## config.mk

```make
export PLATFORM = sky130hd
export DESIGN_NAME = cla_addsub
export DESIGN_NICKNAME = d
export VERILOG_FILES = /design/src/rtl/cla_pkg.sv /design/src/rtl/cla_bit_gp.sv /design/src/rtl/cla_group.sv /design/src/rtl/cla_addsub.sv
export SDC_FILE = /design/constraint.sdc
export NUM_CORES = 1
export LEC_CHECK = 0
export CORE_AREA = 2 2 39 41
export DETAILED_ROUTE_END_ITERATION = 8
export DIE_AREA = 0 0 41 43
export DONT_BUFFER_PORTS = 1
export GPL_ROUTABILITY_DRIVEN = 0
export PLACE_DENSITY = 0.52
export SYNTH_ARGS = -nofsm -noshare
export SYNTH_HDL_FRONTEND = slang
export SYNTH_SLANG_ARGS = --single-unit
```

## constraint.sdc

```tcl
create_clock -name vclk -period 2.68
set_input_delay 0.134 -clock vclk [all_inputs]
set_output_delay 0.134 -clock vclk [all_outputs]
set_load 0.02 [all_outputs]
```

## src/rtl/cla_pkg.sv

```systemverilog
package cla_pkg;

    // Generate and propagate terms of one bit position
    typedef struct packed {
        logic gen;
        logic prop;
    } gp_t;

endpackage

```

## src/rtl/cla_bit_gp.sv

```systemverilog
module cla_bit_gp
    import cla_pkg::*;
(
    input  logic x_i,
    input  logic y_i,
    output gp_t  gp_o
);

    gp_t gp_d;

    always_comb begin
        gp_d      = '0;
        gp_d.gen  = x_i & y_i;
        gp_d.prop = x_i ^ y_i;
    end

    assign gp_o = gp_d;

endmodule

```

## src/rtl/cla_group.sv

```systemverilog
module cla_group
    import cla_pkg::*;
#(
    parameter int GW = 4
) (
    input  logic [GW-1:0] x_i,
    input  logic [GW-1:0] y_i,
    input  logic          cin_i,
    output logic [GW-1:0] s_o,
    output logic [GW:0]   c_o
);

    gp_t [GW-1:0] gp_bits;

    for (genvar k = 0; k < GW; k++) begin : g_bit
        cla_bit_gp i_gp (
            .x_i  (x_i[k]),
            .y_i  (y_i[k]),
            .gp_o (gp_bits[k])
        );
    end

    logic [GW:0]   car_d;
    logic [GW-1:0] sum_d;

    // Each carry is a flat sum of products over this group's terms and cin_i;
    // no carry is built from another carry.
    always_comb begin
        car_d    = '0;
        car_d[0] = cin_i;
        for (int i = 0; i < GW; i++) begin
            logic acc;
            logic term;
            acc = 1'b0;
            for (int j = 0; j <= i; j++) begin
                term = gp_bits[j].gen;
                for (int k = j + 1; k <= i; k++) begin
                    term = term & gp_bits[k].prop;
                end
                acc = acc | term;
            end
            term = cin_i;
            for (int k = 0; k <= i; k++) begin
                term = term & gp_bits[k].prop;
            end
            car_d[i+1] = acc | term;
        end
    end

    always_comb begin
        for (int i = 0; i < GW; i++) begin
            sum_d[i] = gp_bits[i].prop ^ car_d[i];
        end
    end

    assign s_o = sum_d;
    assign c_o = car_d;

endmodule

```

## src/rtl/cla_addsub.sv

```systemverilog
module cla_addsub #(
    parameter int WIDTH   = 8,
    parameter int GROUP_W = 4
) (
    input  logic [WIDTH-1:0] op_a,
    input  logic [WIDTH-1:0] op_b,
    input  logic             carry_in,
    input  logic             sub_sel,
    output logic [WIDTH-1:0] sum_out,
    output logic             carry_out,
    output logic             ovf_out
);

    localparam int NGRP = WIDTH / GROUP_W;

    logic [WIDTH-1:0] b_eff;
    logic             c_first;

    always_comb begin
        b_eff   = sub_sel ? ~op_b : op_b;
        c_first = sub_sel ? 1'b1 : carry_in;
    end

    logic [NGRP:0]      grp_link;
    logic [GROUP_W:0]   grp_car [NGRP];
    logic [WIDTH-1:0]   sum_all;
    logic [WIDTH:0]     car_all;

    assign grp_link[0] = c_first;

    for (genvar g = 0; g < NGRP; g++) begin : g_grp
        cla_group #(.GW(GROUP_W)) i_grp (
            .x_i   (op_a [g*GROUP_W +: GROUP_W]),
            .y_i   (b_eff[g*GROUP_W +: GROUP_W]),
            .cin_i (grp_link[g]),
            .s_o   (sum_all[g*GROUP_W +: GROUP_W]),
            .c_o   (grp_car[g])
        );
        // ripple link between groups
        assign grp_link[g+1] = grp_car[g][GROUP_W];
        for (genvar k = 0; k < GROUP_W; k++) begin : g_tap
            assign car_all[g*GROUP_W + k] = grp_car[g][k];
        end
    end

    assign car_all[WIDTH] = grp_link[NGRP];

    assign sum_out   = sum_all;
    assign carry_out = car_all[WIDTH];
    assign ovf_out   = car_all[WIDTH] ^ car_all[WIDTH-1];

endmodule

```

Yosys cells after proc, flatten, opt, wreduce, memory -nomap -nowiden
Index checks and enable logic that the tools add are counted.
- register bits after elaboration: 0
- word-level logic and storage cells: 68
- input bits: 18
- output and inout port bits: 10
- multiplexer cells: 2
- bitwise gates (word level): 66
- operators by type and width (cell ; number):
    1-bit bitwise AND ; 28
    1-bit OR ; 20
    1-bit XOR ; 17
    8-bit two-way mux ; 1
    8-bit inverter ; 1
    1-bit two-way mux ; 1

Depth between registers and ports, before layout
- depth in word-level cells: 16
- gate-level depth with buffers: 11
- mapped depth without buffers: 10

By module
Synthesis repeated with hierarchy kept, for this count alone.
- cells, all modules: 41
- area total of the unflattened synthesis: 369.1 µm²
- by module, submodules not included (module ; times used ; sequential area each (µm²) ; area an instance (µm²) ; cells an instance):
    cla_group ; 2 ; 0.0 ; 86.3 ; 11
    cla_bit_gp ; 8 ; 0.0 ; 12.5 ; 1
    cla_addsub ; 1 ; 0.0 ; 96.3 ; 11

Least setup slack after synthesis
Ideal clock, no wire load.
- kind: input -> output
- from: input port sub_sel
- to: output port sum_out[7]
- stages: 11
- buffers on the path: 1
- path slack: 0.217 ns
- data arrival time: 2.329 ns
- cells stage by stage: buf_4 > xor2_1 > ha_1 > ha_1 > o211ai_1 > a21boi_1 > or2_2 > ha_1 > o211ai_1 > nand2_2 > xor2_1
- cells in the longest elaborated chain, start to end: 14
- elaborated cells between the ends (all ways): 41
- classes of those cells: mux (2); bitwise (39)
- RTL lines (element ; RTL line ; source):
    from (decl) ; cla_addsub.sv:8 ; input logic sub_sel,
    8-bit two-way mux ; cla_addsub.sv:20 ; b_eff = sub_sel ? ~op_b : op_b;
    1-bit bitwise AND / 1-bit XOR (equally long branches) ; cla_bit_gp.sv:13, cla_bit_gp.sv:14 ;
    1-bit bitwise AND (3 in a row) ; cla_group.sv:38 ; term = term & gp_bits[k].prop;
    1-bit OR (3 in a row) ; cla_group.sv:40 ; acc = acc | term;
    1-bit OR ; cla_group.sv:46 ; car_d[i+1] = acc | term;
    1-bit bitwise AND (3 in a row) ; cla_group.sv:44 ; term = term & gp_bits[k].prop;
    1-bit OR ; cla_group.sv:46 ;
    1-bit XOR * ; cla_group.sv:52 ; sum_d[i] = gp_bits[i].prop ^ car_d[i];
    to (decl) ; cla_addsub.sv:9 ; output logic [WIDTH-1:0] sum_out,
Mark *: on every way between the ends. The rest lies on a longest branch, timed or not.

Final worst setup path
- from: input port sub_sel
- to: output port ovf_out
- cells in the longest elaborated chain, start to end: 15
- elaborated cells between the ends (all ways): 50
- classes of those cells: mux (2); bitwise (48)
- RTL lines (element ; RTL line ; source):
    8-bit two-way mux ; cla_addsub.sv:20 ;
    1-bit bitwise AND / 1-bit XOR (equally long branches) ; cla_bit_gp.sv:13, cla_bit_gp.sv:14 ;
    1-bit bitwise AND (3 in a row) ; cla_group.sv:38 ;
    1-bit OR (3 in a row) ; cla_group.sv:40 ;
    1-bit OR ; cla_group.sv:46 ;
    1-bit bitwise AND (4 in a row) ; cla_group.sv:44 ;
    1-bit OR ; cla_group.sv:46 ;
    1-bit XOR * ; cla_addsub.sv:50 ; assign ovf_out = car_all[WIDTH] ^ car_all[WIDTH-1];
    to (decl) ; cla_addsub.sv:11 ; output logic ovf_out
Marks and branches as above.

==> summary.txt <==
Final Slew Violations: 0
Mapped cell area: 430 um2
Max Clk Rate: 423 MHz
Switching Share: 0.636
Synth Area in XOR/XNOR: 0.285
Crit path from: sub_sel
FF+latch area: 0 um2
Cells after Synth: 51
GRT Util Overall: 0.0831
Mux contribution to synthesized area: 0.0349
Post-CTS Resized: 0
Vias/cell: 4.76
Comb pwr share: 1.000
Max-cap violations: 0
Total power: 0.184 mW
Clkbuf count: 0
Power Density: 408 nW/um2
# hold bufs at CTS: 0
Layout cell share with drive strength beyond 1: 0.118
DP HPWL: 653 um
Final Net Count: 83
Initial DRC Count: 4
FF+latch count: 0
Mapped Nets: 81
Starting density of the core: 0.311
Ys Warns: 0
DRC viols: 0
Compound-Gate Fraction of Synth Area: 0.131
Critical path type: input port to output port
Setup-failing EPs final: 0
Maximum VDD drop: 0.102 mV
Vias in the first global route: 309
Crit-path max FO: 9
Port Buffers: 0
Post-CTS Setup Inserts: 0
Die X: 41 um
Crit path capture type: output port
Final WS setup: 313 ps
P_int: 0.0670 mW
Status: complete, no violations
Headroom to the max-slew limit: 0.664
DR vias: 319
Area share of fa/ha/maj cells after synthesis: 0.384
RSZ-0062 raised after global routing: false
Drt wl/cell: 10.6 um
Simple-gate portion of the synthesized area: 0.0872
Largest family of logic cells by synthesized area: adder cells
Seq/Total Area, Yosys: 0
Post-route setup TNS: 0 ps
IO Pins: 28
Area growth syn-to-layout: 4.65%
Crit start category: input port
Final wirelength: 708 um
Diodes inserted: 0
Worst setup path end: ovf_out
Initial antenna violation count: 0
Net Sw Power: 0.117 mW
Post-layout minimum cycle time: 2370 ps
Remaining Overflow, GRT: 0
Synth unique cells: 16
Flop pwr share: 0
Min-Delay Path Class: input port to output port
Worst-Margin Slew: 501 ps
Hold Fails Final Rpt: 0
Pre-CTS WS: 296 ps
DRT antenna net count: 0
Die area: 1760 um2
Data required time of the worst path: 2550 ps
Largest net degree at the start of global routing: 10
DRT Pass-1 Iters: 2
Clock group share of total power: 0
Global-route wire length before repair: 1.12 mm
Core ar.: 1380 um2
Leakage: 0.237 nW
Mapped Avg Cell Area: 8.44 um2
Fin crit share: 0.883
Placement Rows: 14
Die height: 43 um
WP data arrival: 2230 ps
==> final cells by class <==
cell class	count	area, um2
multi-input combinational	43	397
inverter	7	26.3
timing repair buffer	1	7.51
fill	163	933
tap	16	20.0
==> through the flow <==
step                      hold WS, ps  utilization  area, um2  cells
after detailed placement          565        0.325        450     67
after global placement            566        0.325        450     67
after floorplan                   545            -        430     51
after CTS                         568        0.325        450     67
final                             561        0.325        450     67
after global routing              590        0.325        450     67
==> critical path, cell delays in order <==
cell and delay [ps]:
xor2_1 170, ha_1 260, ha_1 190, o211ai_1 210
a21boi_1 110, or2_2 280, ha_1 210, o211ai_1 200
nand2_2 110, mux2_4 350
==> routing by layer <==
| metal | wire (um) | part of all wire | global-route usage | vias up |
|---|---|---|---|---|
| li1 | - | - | - | 167 |
| met1 | 296 | 0.42 | 0.0987 | 137 |
| met2 | 338 | 0.48 | 0.156 | 15 |
| met3 | 74 | 0.10 | 0.0105 | 0 |
| met4 | 0 | 0 | 0 | 0 |
| met5 | 0 | 0 | 0 | - |
==> placed cells by master, fill, tap and decap left out, drive strengths merged <==
master / instances
a21boi: 1
inv: 7
or2: 2
a21o: 1
mux2: 1
fa: 2
a21oi: 2
ha: 10
nand2: 2
buf: 1
xor2: 10
nor2: 4
xnor2: 4
o21a: 2
o211ai: 2
==> cells in the mapped netlist (2+ instances only) <==
cell	number	area share
o211ai_1	2	0.035
inv_1	7	0.061
a21oi_1	2	0.023
nor2_1	4	0.035
ha_1	10	0.29
xor2_1	10	0.20
or2_2	2	0.029
o21a_1	2	0.035
fa_1	2	0.093
xnor2_1	4	0.081
==> worst min-delay path by stage <==
stage,slack [ps],end,startpoint,cells after the start
detailed placement,570,sum_out[3],op_a[3],2
global route,590,sum_out[3],op_a[3],2
finish,560,sum_out[3],op_a[3],2
CTS,570,sum_out[3],op_a[3],2
floorplan,540,sum_out[3],op_a[3],2
global placement,570,sum_out[3],op_a[3],2
==> power by group through the flow <==
stage | clock, mW | combinational, mW | sequential [mW]
4_1_cts | 0 | 0.186 | 0
2_1_floorplan | 0 | 0.165 | 0
3_3_place_gp | 0 | 0.185 | 0
6_report | 0 | 0.184 | 0
5_1_grt | 0 | 0.205 | 0
3_5_place_dp | 0 | 0.186 | 0
==> cells by family (layout without fill, tap and decap cells) <==
kind of cell / count (synthesis) / count (layout)
compound gates: 8 / 8
xor+xnor: 14 / 14
fa+ha+maj: 12 / 12
buf+inv: 8 / 8
mux: 1 / 1
simple gates: 8 / 8
No activity file was read; power rests on OpenSTA's default activity.
